[config.mk]
export PLATFORM = sky130hd
export DESIGN_NAME = vmin_search
export DESIGN_NICKNAME = d
export VERILOG_FILES = /design/src/rtl/vmin_pkg.sv /design/src/rtl/vmin_cfg_latch.sv /design/src/rtl/vmin_step_calc.sv /design/src/rtl/vmin_fsm.sv /design/src/rtl/vmin_search.sv
export SDC_FILE = /design/constraint.sdc
export NUM_CORES = 1
export LEC_CHECK = 0
export BUFFER_PORTS_ARGS = -buffer_cell sky130_fd_sc_hd__buf_2
export CAP_MARGIN = 10
export CELL_PAD_IN_SITES_DETAIL_PLACEMENT = 1
export CELL_PAD_IN_SITES_GLOBAL_PLACEMENT = 2
export CORE_MARGIN = 2
export CORE_UTILIZATION = 36
export CTS_CLUSTER_DIAMETER = 30
export CTS_CLUSTER_SIZE = 10
export DETAILED_ROUTE_END_ITERATION = 16
export PLACE_DENSITY_LB_ADDON = 0.25
export SLEW_MARGIN = 20
export SYNTH_ARGS = -nofsm -noshare
export SYNTH_HDL_FRONTEND = slang
export SYNTH_SLANG_ARGS = --single-unit
[constraint.sdc]
create_clock -name clk_i -period 4.5 [get_ports clk_i]
set_input_delay 0.225 -clock clk_i [delete_from_list [all_inputs] [get_ports clk_i]]
set_output_delay 0.225 -clock clk_i [all_outputs]
set_load 0.05 [all_outputs]
[src/rtl/vmin_pkg.sv]
package vmin_pkg;

  typedef enum logic [2:0] {
    ST_LOAD,
    ST_INIT,
    ST_WRITE,
    ST_STEP,
    ST_TEST,
    ST_WAIT,
    ST_DONE
  } state_e;

  // what to do once the pending write is acknowledged
  typedef enum logic [1:0] {
    PH_INIT,
    PH_TRY,
    PH_RESTORE,
    PH_ERR
  } phase_e;

endpackage

[src/rtl/vmin_cfg_latch.sv]
module vmin_cfg_latch #(
  parameter int unsigned W = 8
) (
  input  logic         clk_i,
  input  logic         rst_ni,
  input  logic         latch_i,
  input  logic [W-1:0] hi_i,
  input  logic [W-1:0] lo_i,
  input  logic [W-1:0] step_i,
  output logic [W-1:0] hi_o,
  output logic [W-1:0] lo_o,
  output logic [W-1:0] step_o,
  output logic         bad_o
);

  logic [W-1:0] hi_q, lo_q, step_q;
  logic         valid_q;

  always_ff @(posedge clk_i or negedge rst_ni) begin
    if (!rst_ni) begin
      hi_q    <= '0;
      lo_q    <= '0;
      step_q  <= '0;
      valid_q <= 1'b0;
    end else if (latch_i) begin
      hi_q    <= hi_i;
      lo_q    <= lo_i;
      step_q  <= step_i;
      valid_q <= 1'b1;
    end
  end

  assign hi_o   = hi_q;
  assign lo_o   = lo_q;
  assign step_o = step_q;
  assign bad_o  = valid_q && ((step_q == '0) || (lo_q > hi_q));

endmodule

[src/rtl/vmin_step_calc.sv]
module vmin_step_calc #(
  parameter int unsigned W = 8
) (
  input  logic [W-1:0] cur_i,
  input  logic [W-1:0] lo_i,
  input  logic [W-1:0] step_i,
  output logic [W-1:0] next_o,
  output logic         at_floor_o
);

  logic [W-1:0] headroom;

  // cur_i >= lo_i whenever the configuration is valid
  assign headroom   = cur_i - lo_i;
  assign at_floor_o = (cur_i <= lo_i);
  assign next_o     = (headroom <= step_i) ? lo_i : (cur_i - step_i);

endmodule

[src/rtl/vmin_fsm.sv]
module vmin_fsm
  import vmin_pkg::*;
#(
  parameter int unsigned W = 8
) (
  input  logic         clk_i,
  input  logic         rst_ni,
  input  logic [W-1:0] hi_i,
  input  logic         bad_i,
  input  logic [W-1:0] next_i,
  input  logic         at_floor_i,
  input  logic         cmd_ack_i,
  input  logic         test_pass_i,
  input  logic         test_fail_i,
  output logic         latch_o,
  output logic         cmd_req_o,
  output logic [W-1:0] cmd_code_o,
  output logic         test_start_o,
  output logic         done_o,
  output logic [W-1:0] pass_code_o,
  output logic [W-1:0] final_code_o
);

  state_e       state_q;
  phase_e       phase_q;
  logic [W-1:0] cmd_q, pass_q, final_q;

  always_ff @(posedge clk_i or negedge rst_ni) begin
    if (!rst_ni) begin
      state_q <= ST_LOAD;
      phase_q <= PH_INIT;
      cmd_q   <= '0;
      pass_q  <= '0;
      final_q <= '0;
    end else begin
      unique case (state_q)
        ST_LOAD: state_q <= ST_INIT;
        ST_INIT: begin
          cmd_q   <= hi_i;
          pass_q  <= hi_i;
          phase_q <= bad_i ? PH_ERR : PH_INIT;
          state_q <= ST_WRITE;
        end
        ST_WRITE: begin
          if (cmd_ack_i) begin
            unique case (phase_q)
              PH_INIT: state_q <= ST_STEP;
              PH_TRY:  state_q <= ST_TEST;
              default: begin
                final_q <= pass_q;
                state_q <= ST_DONE;
              end
            endcase
          end
        end
        ST_STEP: begin
          if (at_floor_i) begin
            final_q <= pass_q;
            state_q <= ST_DONE;
          end else begin
            cmd_q   <= next_i;
            phase_q <= PH_TRY;
            state_q <= ST_WRITE;
          end
        end
        ST_TEST: state_q <= ST_WAIT;
        ST_WAIT: begin
          if (test_fail_i) begin
            cmd_q   <= pass_q;
            phase_q <= PH_RESTORE;
            state_q <= ST_WRITE;
          end else if (test_pass_i) begin
            pass_q  <= cmd_q;
            state_q <= ST_STEP;
          end
        end
        ST_DONE: state_q <= ST_DONE;
        default: state_q <= ST_LOAD;
      endcase
    end
  end

  assign latch_o      = (state_q == ST_LOAD);
  assign cmd_req_o    = (state_q == ST_WRITE);
  assign cmd_code_o   = cmd_q;
  assign test_start_o = (state_q == ST_TEST);
  assign done_o       = (state_q == ST_DONE);
  assign pass_code_o  = pass_q;
  assign final_code_o = done_o ? final_q : '0;

endmodule

[src/rtl/vmin_search.sv]
module vmin_search #(
  parameter int unsigned CODE_W = 8
) (
  input  logic              clk_i,
  input  logic              rst_ni,
  input  logic [CODE_W-1:0] cfg_hi_i,
  input  logic [CODE_W-1:0] cfg_lo_i,
  input  logic [CODE_W-1:0] cfg_step_i,
  output logic              cmd_req_o,
  output logic [CODE_W-1:0] cmd_code_o,
  input  logic              cmd_ack_i,
  output logic              test_start_o,
  input  logic              test_pass_i,
  input  logic              test_fail_i,
  output logic              done_o,
  output logic              err_o,
  output logic [CODE_W-1:0] final_code_o
);

  logic              latch;
  logic [CODE_W-1:0] hi_q, lo_q, step_q;
  logic              bad;
  logic [CODE_W-1:0] pass_code, next_code;
  logic              at_floor;

  vmin_cfg_latch #(.W(CODE_W)) u_cfg (
    .clk_i  (clk_i),
    .rst_ni (rst_ni),
    .latch_i(latch),
    .hi_i   (cfg_hi_i),
    .lo_i   (cfg_lo_i),
    .step_i (cfg_step_i),
    .hi_o   (hi_q),
    .lo_o   (lo_q),
    .step_o (step_q),
    .bad_o  (bad)
  );

  vmin_step_calc #(.W(CODE_W)) u_step (
    .cur_i     (pass_code),
    .lo_i      (lo_q),
    .step_i    (step_q),
    .next_o    (next_code),
    .at_floor_o(at_floor)
  );

  vmin_fsm #(.W(CODE_W)) u_fsm (
    .clk_i       (clk_i),
    .rst_ni      (rst_ni),
    .hi_i        (hi_q),
    .bad_i       (bad),
    .next_i      (next_code),
    .at_floor_i  (at_floor),
    .cmd_ack_i   (cmd_ack_i),
    .test_pass_i (test_pass_i),
    .test_fail_i (test_fail_i),
    .latch_o     (latch),
    .cmd_req_o   (cmd_req_o),
    .cmd_code_o  (cmd_code_o),
    .test_start_o(test_start_o),
    .done_o      (done_o),
    .pass_code_o (pass_code),
    .final_code_o(final_code_o)
  );

  assign err_o = bad;

endmodule

======== After elaboration in Yosys (flattened, before gate mapping) ========
Index checks and enable logic that the tools add are counted.
storage, ports and cells
  bits in registers ....................... 54
  latch bits .............................. 0
  input bits .............................. 29
  output and inout port bits .............. 20
  memories kept ........................... 0
  RAM bits ................................ 0
  bits in read-only memories .............. 0
operators by class
  shift-type cells ........................ 0
  div/mod/pow operators ................... 0
  magnitude comparators ................... 3
  multiplexer cells ....................... 22
  reduce and logical (&&, ||, !) cells .... 13
  add/subtract/negate cells ............... 2
  bitwise logic cells ..................... 0
  multiply operators ...................... 0
  eq/ne operators ......................... 15
operators by type and width
  operator              count
  $mux W8               9
  $pmux W8 S2           2
  $pmux W8 S3           1
  $pmux W3 S7           1
  $le A8 B8 Y1          2
  $sub A8 B8 Y8         2
  $mux W3               4
  $ne A2 B2 Y1 const B  6
  $eq A3 B3 Y1 const B  3
  $gt A8 B8 Y1          1
  $logic_not A8 Y1      1
  $eq A3 B2 Y1 const B  2
  $mux W2               3
  $pmux W2 S3           1
  $pmux W3 S2           1
  $reduce_and A3 Y1     2
  $reduce_and A4 Y1     1
  $reduce_bool A2 Y1    2
  $eq A3 B1 Y1 const B  1
  $logic_not A3 Y1      1
  $ne A3 B3 Y1 const B  1
  $reduce_bool A3 Y1    1
  $eq A2 B1 Y1 const B  1
  $logic_not A2 Y1      1
  other kinds (5)       5

======== Logic depth before layout (Yosys ltp) ========
Gate-level depths: netlist (run 1).
  depth in word-level cells ............... 5
  gate-level depth with buffers ........... 16
  depth with buffers taken out ............ 16

======== By module ========
Synthesis (run 1) repeated with hierarchy kept, for this count alone.
unflattened totals
  cell total of the unflattened synthesis .. 374
  area, all modules ....................... 3702.3 sq um
by module, submodules not included
  module          area each (sq um)  cells an instance  instances
  vmin_fsm        1581.5             150                1
  vmin_cfg_latch  1119.8             93                 1
  vmin_step_calc  1001.0             131                1

======== Least setup slack after synthesis (run 1) ========
OpenSTA, ideal clock, no wires.
  kind .................................... register -> register
  from .................................... reg u_cfg.lo_q[1] (netlist: u_cfg.lo_o[1])
  to ...................................... reg u_fsm.cmd_q[3] (netlist: u_fsm.cmd_code_o[3])
  library setup time ...................... 0.130 ns
  path buffers ............................ 0
  data required time ...................... 4.370 ns
  slack ................................... 1.359 ns
  arrival ................................. 3.011 ns
  stages on the path, launching flop included .. 17
  cells stage by stage .................... dfrtp_1 inv_1 ha_1 nor2b_1 o21ai_0 nand2b_1 a21o_1 nand2_1 nor2b_1 xnor2_1 ha_1 a211oi_1 o21bai_1 o22ai_2 mux2_2 nand2_1 a31oi_1
on the way
  longest elaborated chain between the ends .. 5
ends and longest elaborated chain
  item                      RTL line              source
  start: declaration        vmin_cfg_latch.sv:16  logic [W-1:0] hi_q, lo_q, step_q;
  start signal: assignment  vmin_cfg_latch.sv:27  lo_q <= lo_i;
  $sub A8 B8 Y8             vmin_step_calc.sv:14  assign headroom = cur_i - lo_i;
  $le A8 B8 Y1              vmin_step_calc.sv:16  assign next_o = (headroom <= step_i) ? lo_i : (cur_i - step_i);
  $mux W8                   vmin_step_calc.sv:16
  $mux W8                   vmin_fsm.sv:57        if (at_floor_i) begin
  $pmux W8 S3               vmin_fsm.sv:36        unique case (state_q)
  end signal: assignment    vmin_fsm.sv:39        cmd_q <= hi_i;
  end signal: assignment    vmin_fsm.sv:61        cmd_q <= next_i;
  end signal: assignment    vmin_fsm.sv:69        cmd_q <= pass_q;
  end: declaration          vmin_fsm.sv:26        logic [W-1:0] cmd_q, pass_q, final_q;
Parallel ways exist; a longest one is shown, timed or not. The select of a mux whose other input is x is not followed.
A chain may end at the register's enable or synchronous reset.

======== Worst setup path in the final report (run 1) ========
  from .................................... reg u_fsm.pass_q[0] (netlist: u_fsm.pass_code_o[0])
  to ...................................... reg u_fsm.cmd_q[1] (netlist: u_fsm.cmd_code_o[1])
on the way
  longest elaborated chain between the ends .. 5
ends and longest elaborated chain
  item                      RTL line              source
  start: declaration        vmin_fsm.sv:26
  start signal: assignment  vmin_fsm.sv:40        pass_q <= hi_i;
  start signal: assignment  vmin_fsm.sv:73        pass_q <= cmd_q;
  $sub A8 B8 Y8             vmin_step_calc.sv:14
  $le A8 B8 Y1              vmin_step_calc.sv:16
  $mux W8                   vmin_step_calc.sv:16
  $mux W8                   vmin_fsm.sv:57
  $pmux W8 S3               vmin_fsm.sv:36
Parallel ways exist; a longest one is shown, timed or not. The select of a mux whose other input is x is not followed.

==> results.sh, run 1 <==
export IMPL_yosysTopAreaCell="dfrtp_1"
export IMPL_portBuffers=48
export IMPL_cts_hold_buf=0
export IMPL_crit_path_end_kind="register"
export IMPL_gp_congestion=0.816
export IMPL_overflow=0
export IMPL_hold_class="in2async"
export IMPL_drv_slew=0
export IMPL_synth_fa_ha_area_share_pct=12.2
export IMPL_drc_errors=0
export IMPL_syn_inst=389
export IMPL_wirelength_met1_um=4690
export IMPL_rsz0062_at_grt="no"
export IMPL_grt_pass1_vias=3010
export IMPL_hold_violations=0
export IMPL_route_vias_total=2979
export IMPL_grt_max_degree=55
export IMPL_synth_ff_type="dfrtp_1"
export IMPL_worst_slew_pin_slew_ps=728
export IMPL_io_pins=49
export IMPL_die_height_um=103
export IMPL_rows=36
export IMPL_synth_compound_area_share_pct=18.9
export IMPL_core_area_mm2=0.00964
export IMPL_fp_dieArea_mm2=0.0106
export IMPL_syn_to_final_growth_pct=14.0
export IMPL_tritoncts="yes"
export IMPL_drt_wl_total_um=10100
export IMPL_clkSlewWorstSetupHoldPaths_ps=100
export IMPL_routedWlPerCell_um=17.7
export IMPL_yosysWarningCount=0
export IMPL_finish_net_count=498
export IMPL_ys_ff_latch=54
export IMPL_tns_ps=0
export IMPL_synth_async_sr_flop_share_pct=100
export IMPL_ant_nets=0
export IMPL_max_cap_violations=0
export IMPL_netlist_area_leader_share_pct=38.4
export IMPL_drt_first_pass_iters=4
export IMPL_yosys_area_share_simple_pct=17.6
export IMPL_netlist_top_cells_area="dfrtp_1, ha_1, nand2_1"
export IMPL_path_max_fanout=10
export IMPL_synth_cell_types=49
export IMPL_antenna_found_initial=0
export IMPL_drtIter0Drc=123
export IMPL_wl_met2_um=5020
export IMPL_crit_arrival_ps=3960
export IMPL_synth_nets=451
export IMPL_synth_top_family_by_area="compound AO/OA/AOI/OAI gates"
export IMPL_post_cts_buffers=0
export IMPL_setup_violations=0
export IMPL_rr_worst_depth=16
export IMPL_syn_area_mm2=0.00352
export IMPL_max_freq_ghz=0.268
export IMPL_numCtsBuffers=5
export IMPL_required_ps=4730
export IMPL_clockBufferDepth=2
export IMPL_slew_headroom_pct=51.5
export IMPL_period_share_pct=83.0
export IMPL_htreeDepth=2
export IMPL_cts_resized=0
export IMPL_die_x_um=103
export IMPL_layout_drive_gt1_share_pct=19.0
export IMPL_highest_layer="met4"
export IMPL_cts_root_buffer="clkbuf_8"
export IMPL_start_util_pct=36.5
export IMPL_synthMuxAreaShare_pct=5.83
export IMPL_status="completed"
export IMPL_start_kind="register"
export IMPL_grt_usage_pct=20.3
export IMPL_synthXorXnorAreaFrac_pct=2.74
export IMPL_clock_skew_ps=11.1
export IMPL_whs_ps=43.6
export IMPL_wl_met3_um=292
export IMPL_syn_area_per_cell_um2=9.04
export IMPL_synth_edff_count=0
export IMPL_hpwl_um=7810
export IMPL_vias_per_cell=5.23
export IMPL_diodes=0
export IMPL_grt_pass1_wl_um=16300
export IMPL_clkLatencyLatePin_ps=310
export IMPL_clkSinkCount=54
export IMPL_finalCriticalPeriod_ps=3740
export IMPL_path_class="reg2reg"
export IMPL_yosysSeqAreaShare_pct=38.4
-- worst paths after layout --
kind                                                       start                              end  slack [ps]
worst max-delay path            u_fsm.pass_code_o[0]$_DFFE_PN0P_  u_fsm.cmd_code_o[1]$_DFFE_PN0P_         760
min in group clk_i                                   cfg_hi_i[4]        u_cfg.hi_o[4]$_DFFE_PN0P_         120
worst min-delay path                                      rst_ni      u_cfg.step_o[6]$_DFFE_PN0P_          40
max in group asynchronous                                 rst_ni     u_fsm.final_q[0]$_DFFE_PN0P_        3970
worst min register to register         u_cfg.valid_q$_DFFE_PN0P_        u_cfg.valid_q$_DFFE_PN0P_         480
worst max register to register  u_fsm.pass_code_o[0]$_DFFE_PN0P_  u_fsm.cmd_code_o[1]$_DFFE_PN0P_         760
-- worst max-delay path, stage by stage, from the launching register on --
cell and delay, ps:
dfrtp_1 430, inv_1 100, ha_1 190, fa_1 220, nor2b_1 50, o21ai_0 260
nand2_1 140, a21o_1 190, a21oi_1 180, xnor2_1 140, ha_1 260, o21ai_0 180
o21bai_1 110, o22ai_2 570, mux2i_1 330, nand2_1 90, a31oi_1 190
-- registers in the layout (all words and copies together), names as in the netlist --
register / cells
u_cfg.lo_o: 8
u_fsm.phase_q: 2
u_cfg.hi_o: 8
u_fsm.cmd_code_o: 8
u_fsm.final_q: 8
u_fsm.pass_code_o: 8
u_fsm.state_q: 3
u_cfg.step_o: 8
u_cfg.valid_q: 1
-- Yosys cell counts, drive strengths merged (5+ instances only) --
master  instances
ha             31
nor2           26
and2           10
clkbuf         10
a22oi           8
a21oi          18
xor2            6
nand2          55
nor2b           9
nand2b          6
dfrtp          54
a31oi          17
mux2           12
o21ai          41
inv            27
xnor2           5
nand4           7
-- cell families (layout without fill, tap and decap cells) --
kind of cell / count (synthesis) / after routing
adder cells (fa/ha/maj): 33 / 33
multiplexers: 16 / 16
XOR/XNOR: 11 / 11
AND/OR/NAND/NOR: 129 / 129
buffers and inverters: 40 / 88
flip-flops: 54 / 54
AO/OA/AOI/OAI: 106 / 106
-- metrics by stage --
stage | setup slack (ps) | utilization, % | instances | instance area, um^2
after global placement | 963 | 40.6 | 562 | 3920
final | 764 | 41.6 | 570 | 4010
after global routing | 475 | 41.6 | 570 | 4010
after detailed placement | 801 | 40.6 | 562 | 3920
after CTS | 747 | 41.6 | 570 | 4010
after floorplan | 1360 | - | 389 | 3520
-- cell usage in the layout, fill, tap and decap left out, drive strengths merged, types with 10 or more instances in the layout --
| master | instances |
|---|---|
| nand2 | 55 |
| dfrtp | 54 |
| buf | 53 |
| o21ai | 41 |
| ha | 31 |
| inv | 27 |
| nor2 | 26 |
| a21oi | 18 |
| a31oi | 17 |
| mux2 | 12 |
| and2 | 10 |
-- area by class of cell --
cell class	instances	area (um^2)
inverter	27	101
tap	133	166
sequential	54	1350
timing repair buffer	53	278
fill	1196	5630
multi-input combinational	295	2020
clock inverter	2	12.5
clock buffer	6	82.6
-- metal layers --
layer | GRT usage, % | up-vias
met5 | 0 | -
met4 | 3.95 | 0
met3 | 2.37 | 8
met2 | 35.6 | 55
met1 | 27.4 | 1460
li1 | - | 1456
Power of run 1 is not shown: default switching activity piles up to over one toggle a cycle in this logic, so the estimate is an artifact.
==> run 2: changes to the inputs <==
==> constraint.sdc (replaced) <==
create_clock -name clk_i -period 3.7 [get_ports clk_i]
set_input_delay 0.185 -clock clk_i [delete_from_list [all_inputs] [get_ports clk_i]]
set_output_delay 0.185 -clock clk_i [all_outputs]
set_load 0.05 [all_outputs]
==> results.sh, run 2 (synthesis results as in run 1) <==
export IMPL_path_max_fanout=10
export IMPL_layout_drive_gt1_share_pct=19.3
export IMPL_status="completed"
export IMPL_dp_cells=563
export IMPL_clkSlewWorstSetupHoldPaths_ps=110
export IMPL_route_vias_total=2984
export IMPL_max_freq_ghz=0.299
export IMPL_htreeDepth=2
export IMPL_start_util_pct=36.5
export IMPL_cp_buffers_inverters=2
export IMPL_hold_violations=0
export IMPL_rsz0062_at_grt="no"
export IMPL_drt_first_pass_iters=4
export IMPL_ant_nets=0
export IMPL_drv_slew=0
export IMPL_crit_path_end_kind="register"
export IMPL_grt_usage_pct=20.3
export IMPL_max_cap_violations=0
export IMPL_core_area_mm2=0.00964
export IMPL_vias_per_cell=5.21
export IMPL_start_kind="register"
export IMPL_place_area_mm2=0.00392
export IMPL_required_ps=3940
export IMPL_layoutNonFillerInstCount=573
export IMPL_diodes=0
export IMPL_antenna_found_initial=0
export IMPL_slew_headroom_pct=53.2
export IMPL_clockBufferDepth=2
export IMPL_grt_pass1_vias=3053
export IMPL_overflow=0
export IMPL_fp_dieArea_mm2=0.0106
export IMPL_gp_congestion=0.831
export IMPL_numCtsBuffers=5
export IMPL_slowest_stage="dfrtp_1"
export IMPL_grt_max_degree=40
export IMPL_final_cell_mix="nand2_1, dfrtp_1, buf_2"
export IMPL_die_height_um=103
export IMPL_tns_ps=0
export IMPL_rows=36
export IMPL_finalCriticalPeriod_ps=3340
export IMPL_path_class="reg2reg"
export IMPL_syn_to_final_growth_pct=14.9
export IMPL_io_pins=49
export IMPL_clock_skew_ps=11.0
export IMPL_fillers=1188
export IMPL_fin_util_pct=41.9
export IMPL_worst_slew_pin_slew_ps=701
export IMPL_setup_violations=0
export IMPL_clkSinkCount=54
export IMPL_clkLatencyLatePin_ps=320
export IMPL_cts_root_buffer="clkbuf_8"
export IMPL_tritoncts="yes"
export IMPL_portBuffers=48
export IMPL_crit_family="compound AO/OA/AOI/OAI gates"
export IMPL_period_share_pct=90.3
export IMPL_crit_arrival_ps=3580
export IMPL_drt_wl_total_um=10100
export IMPL_grt_pass1_wl_um=16300
export IMPL_finish_net_count=501
export IMPL_path_cells="inv_1 -> ha_1 -> fa_1 -> nor2b_1 -> o21ai_1 -> nand2_1 -> a21o_1 -> a21oi_1 -> xnor2_1 -> ha_1 -> o21ai_0 -> o21bai_1 -> o22ai_2 -> buf_6 -> mux2i_1 -> nand2_1 -> a31oi_1"
export IMPL_design_area_mm2=0.00404
export IMPL_die_x_um=103
export IMPL_hold_class="in2reg"
export IMPL_routedWlPerCell_um=17.6
export IMPL_final_common_cell="nand2_1"
export IMPL_drc_errors=0
export IMPL_max_stage_delay_ps=410
export IMPL_drtIter0Drc=95
export IMPL_hpwl_um=7880
==> run 2: cell count changes in the layout (fill, tap and decap cells not counted), sizes merged <==
cell,previous run,this run
clkinv,1,0
buf,53,55
inv,27,28
dlygate4sd3,0,1
==> run 2: cell type report <==
class | count | area, um^2 | area share [%]
clock buffers | 6 | 82.6 | 2.04
repair buffers | 56 | 307 | 7.58
well taps | 133 | 166 | 4.12
clock inverters | 2 | 16.3 | 0.402
flip-flops and latches | 54 | 1350 | 33.4
inverters | 27 | 101 | 2.51
multi-input cells | 295 | 2020 | 49.9
==> run 2: repair_timing <==
item,4_1_cts,5_1_grt
endpoints found under the hold margin,15,0
resized for setup,0,2
hold buffers,1,0
setup buffers,0,1
setup endpoints to repair,0,3
==> run 2: through the flow <==
stage	hold slack (ps)	setup WS [ps]
finish	61.0	359
global route	61.6	50.5
CTS	56.8	246
detailed placement	139	305
global placement	130	391
floorplan	-111	559
==> run 2: final timing paths <==
| check | start | endpoint | slack, ps | cells past startpoint |
|---|---|---|---|---|
| setup / recovery | u_fsm.pass_code_o[0]$_DFFE_PN0P_ | u_fsm.cmd_code_o[1]$_DFFE_PN0P_ | 360 | 17 |
| hold / removal | cfg_hi_i[3] | u_cfg.hi_o[3]$_DFFE_PN0P_ | 60 | 3 |
| setup reg to reg | u_fsm.pass_code_o[0]$_DFFE_PN0P_ | u_fsm.cmd_code_o[1]$_DFFE_PN0P_ | 360 | 17 |
| hold reg to reg | u_cfg.valid_q$_DFFE_PN0P_ | u_cfg.valid_q$_DFFE_PN0P_ | 480 | 1 |
| max in group asynchronous | rst_ni | u_cfg.lo_o[7]$_DFFE_PN0P_ | 2530 | 3 |
| min in group asynchronous | rst_ni | u_fsm.cmd_code_o[1]$_DFFE_PN0P_ | 330 | 2 |
==> run 2: metal layers <==
layer | up-vias | track usage, % | part of all wire (%)
met3 | 13 | 2.85 | 3.4
met1 | 1458 | 27.4 | 46
li1 | 1460 | - | -
met2 | 53 | 34.4 | 49
met4 | 0 | 5.57 | 1.9
met5 | - | 0 | 0
==> run 2: worst register-to-register path, stage by stage, from the launching register on <==
cell and delay, ps:
dfrtp_1 410, inv_1 90, ha_1 210, fa_1 410, nor2b_1 130, o21ai_1 100
nand2_1 130, a21o_1 130, a21oi_1 80, xnor2_1 140, ha_1 290, o21ai_0 170
o21bai_1 100, o22ai_2 130, buf_6 190, mux2i_1 230, nand2_1 80, a31oi_1 230
Power of run 2 is left out for the same reason.
==> run 3: changes to the inputs <==
--- a/config.mk
+++ b/config.mk
@@ -7,12 +7,10 @@
 export LEC_CHECK = 0
 export BUFFER_PORTS_ARGS = -buffer_cell sky130_fd_sc_hd__buf_2
 export CAP_MARGIN = 10
-export CELL_PAD_IN_SITES_DETAIL_PLACEMENT = 1
-export CELL_PAD_IN_SITES_GLOBAL_PLACEMENT = 2
 export CORE_MARGIN = 2
-export CORE_UTILIZATION = 36
+export CORE_UTILIZATION = 30
 export CTS_CLUSTER_DIAMETER = 30
-export CTS_CLUSTER_SIZE = 10
+export CTS_CLUSTER_SIZE = 40
 export DETAILED_ROUTE_END_ITERATION = 16
 export PLACE_DENSITY_LB_ADDON = 0.25
 export SLEW_MARGIN = 20
==> results.sh, run 3 (synthesis results as in run 1) <==
export IMPL_max_stage_delay_ps=410
export IMPL_final_cell_mix="nand2_1, dfrtp_1, buf_2"
export IMPL_max_cap_violations=0
export IMPL_vias_per_cell=5.02
export IMPL_grt_usage_pct=15.0
export IMPL_drt_first_pass_iters=4
export IMPL_tritoncts="yes"
export IMPL_hold_class="in2async"
export IMPL_cp_buffers_inverters=2
export IMPL_setup_violations=0
export IMPL_core_area_mm2=0.0114
export IMPL_finish_net_count=498
export IMPL_slew_headroom_pct=52.9
export IMPL_grt_pass1_wl_um=15000
export IMPL_drc_errors=0
export IMPL_ant_nets=0
export IMPL_drt_wl_total_um=9150
export IMPL_path_cells="inv_1 -> ha_1 -> fa_1 -> nor2b_1 -> o21ai_0 -> nand2_1 -> a21o_1 -> a21oi_1 -> xnor2_1 -> ha_1 -> o21ai_0 -> o21bai_1 -> o22ai_2 -> buf_4 -> mux2_2 -> nand2_1 -> a31oi_1"
export IMPL_grt_busiest_layer="met2"
export IMPL_fillers=1251
export IMPL_die_height_um=112
export IMPL_post_cts_buffers=0
export IMPL_path_class="reg2reg"
export IMPL_clkSlewWorstSetupHoldPaths_ps=70
export IMPL_hpwl_um=6920
export IMPL_period_share_pct=91.1
export IMPL_cts_resized=0
export IMPL_cts_hold_buf=0
export IMPL_portBuffers=48
export IMPL_grt_max_degree=55
export IMPL_required_ps=3850
export IMPL_max_freq_ghz=0.297
export IMPL_whs_ps=13.3
export IMPL_antenna_found_initial=0
export IMPL_multi_input_area_mm2=0.00202
export IMPL_layout_drive_gt1_share_pct=18.8
export IMPL_rsz0062_at_grt="no"
export IMPL_register_area_mm2=0.00135
export IMPL_htreeDepth=2
export IMPL_clkSinkCount=54
export IMPL_design_area_mm2=0.00408
export IMPL_use_met1_pct=20.6
export IMPL_diodes=0
export IMPL_fp_dieArea_mm2=0.0126
export IMPL_path_max_fanout=10
export IMPL_worst_slew_pin_slew_ps=706
export IMPL_rows=39
export IMPL_place_area_mm2=0.00393
export IMPL_start_util_pct=30.8
export IMPL_io_pins=49
export IMPL_gp_congestion=0.800
export IMPL_drv_slew=0
export IMPL_syn_to_final_growth_pct=15.9
export IMPL_crit_family="compound AO/OA/AOI/OAI gates"
export IMPL_overflow=0
export IMPL_routedWlPerCell_um=15.8
export IMPL_clock_skew_ps=3.36
export IMPL_cts_root_buffer="clkbuf_16"
export IMPL_numCtsBuffers=5
export IMPL_start_kind="register"
export IMPL_final_common_cell="nand2_1"
export IMPL_tns_ps=0
export IMPL_clockBufferDepth=2
export IMPL_drtIter0Drc=142
export IMPL_finalCriticalPeriod_ps=3370
export IMPL_clkLatencyLatePin_ps=290
export IMPL_hold_violations=0
export IMPL_status="completed"
export IMPL_slowest_stage="dfrtp_1"
export IMPL_met2_usage_pct=25.0
export IMPL_use_met3_pct=2.32
export IMPL_crit_path_end_kind="register"
export IMPL_die_x_um=112
export IMPL_crit_arrival_ps=3520
export IMPL_grt_pass1_vias=2904
export IMPL_route_vias_total=2911
run 3: changes by cell type in the layout (fill, tap and decap cells not counted), sizes merged:
cell,before,now
buf,55,53
clkbuf,6,7
clkinv,0,1
clkinvlp,1,0
dlygate4sd3,1,0
inv,28,27
run 3: final cells by class:
cell class | instances | share of cell area [%]
clock buffer | 7 | 3.50
clock inverter | 1 | 0.123
inverter | 27 | 2.49
multi-input combinational | 295 | 49.5
sequential | 54 | 33.2
tap | 143 | 4.39
timing repair buffer | 53 | 6.82
run 3: worst paths after layout:
check	start	to	slack, ps	cells past startpoint
max in group asynchronous	rst_ni	u_cfg.lo_o[7]$_DFFE_PN0P_	3200	2
worst max register to register	u_fsm.pass_code_o[0]$_DFFE_PN0P_	u_fsm.cmd_code_o[3]$_DFFE_PN0P_	330	17
worst min-delay path	rst_ni	u_cfg.step_o[2]$_DFFE_PN0P_	10	2
worst min register to register	u_cfg.valid_q$_DFFE_PN0P_	u_cfg.valid_q$_DFFE_PN0P_	470	1
min in group clk_i	cfg_lo_i[3]	u_cfg.lo_o[3]$_DFFE_PN0P_	90	3
worst max-delay path	u_fsm.pass_code_o[0]$_DFFE_PN0P_	u_fsm.cmd_code_o[3]$_DFFE_PN0P_	330	17
run 3: through the flow:
stage	std cells	utilization [%]	worst slack, ps
5_1_grt	580	35.7	48.0
3_3_place_gp	572	34.4	456
6_report	580	35.7	328
4_1_cts	580	35.7	318
2_1_floorplan	389	-	559
3_5_place_dp	572	34.4	357
run 3: per-layer routing:
metal / routed length, um / vias up
li1: - / 1459
met1: 4460 / 1396
met2: 4310 / 49
met3: 277 / 7
met4: 104 / 0
met5: 0 / -
Power of run 3 is left out for the same reason.
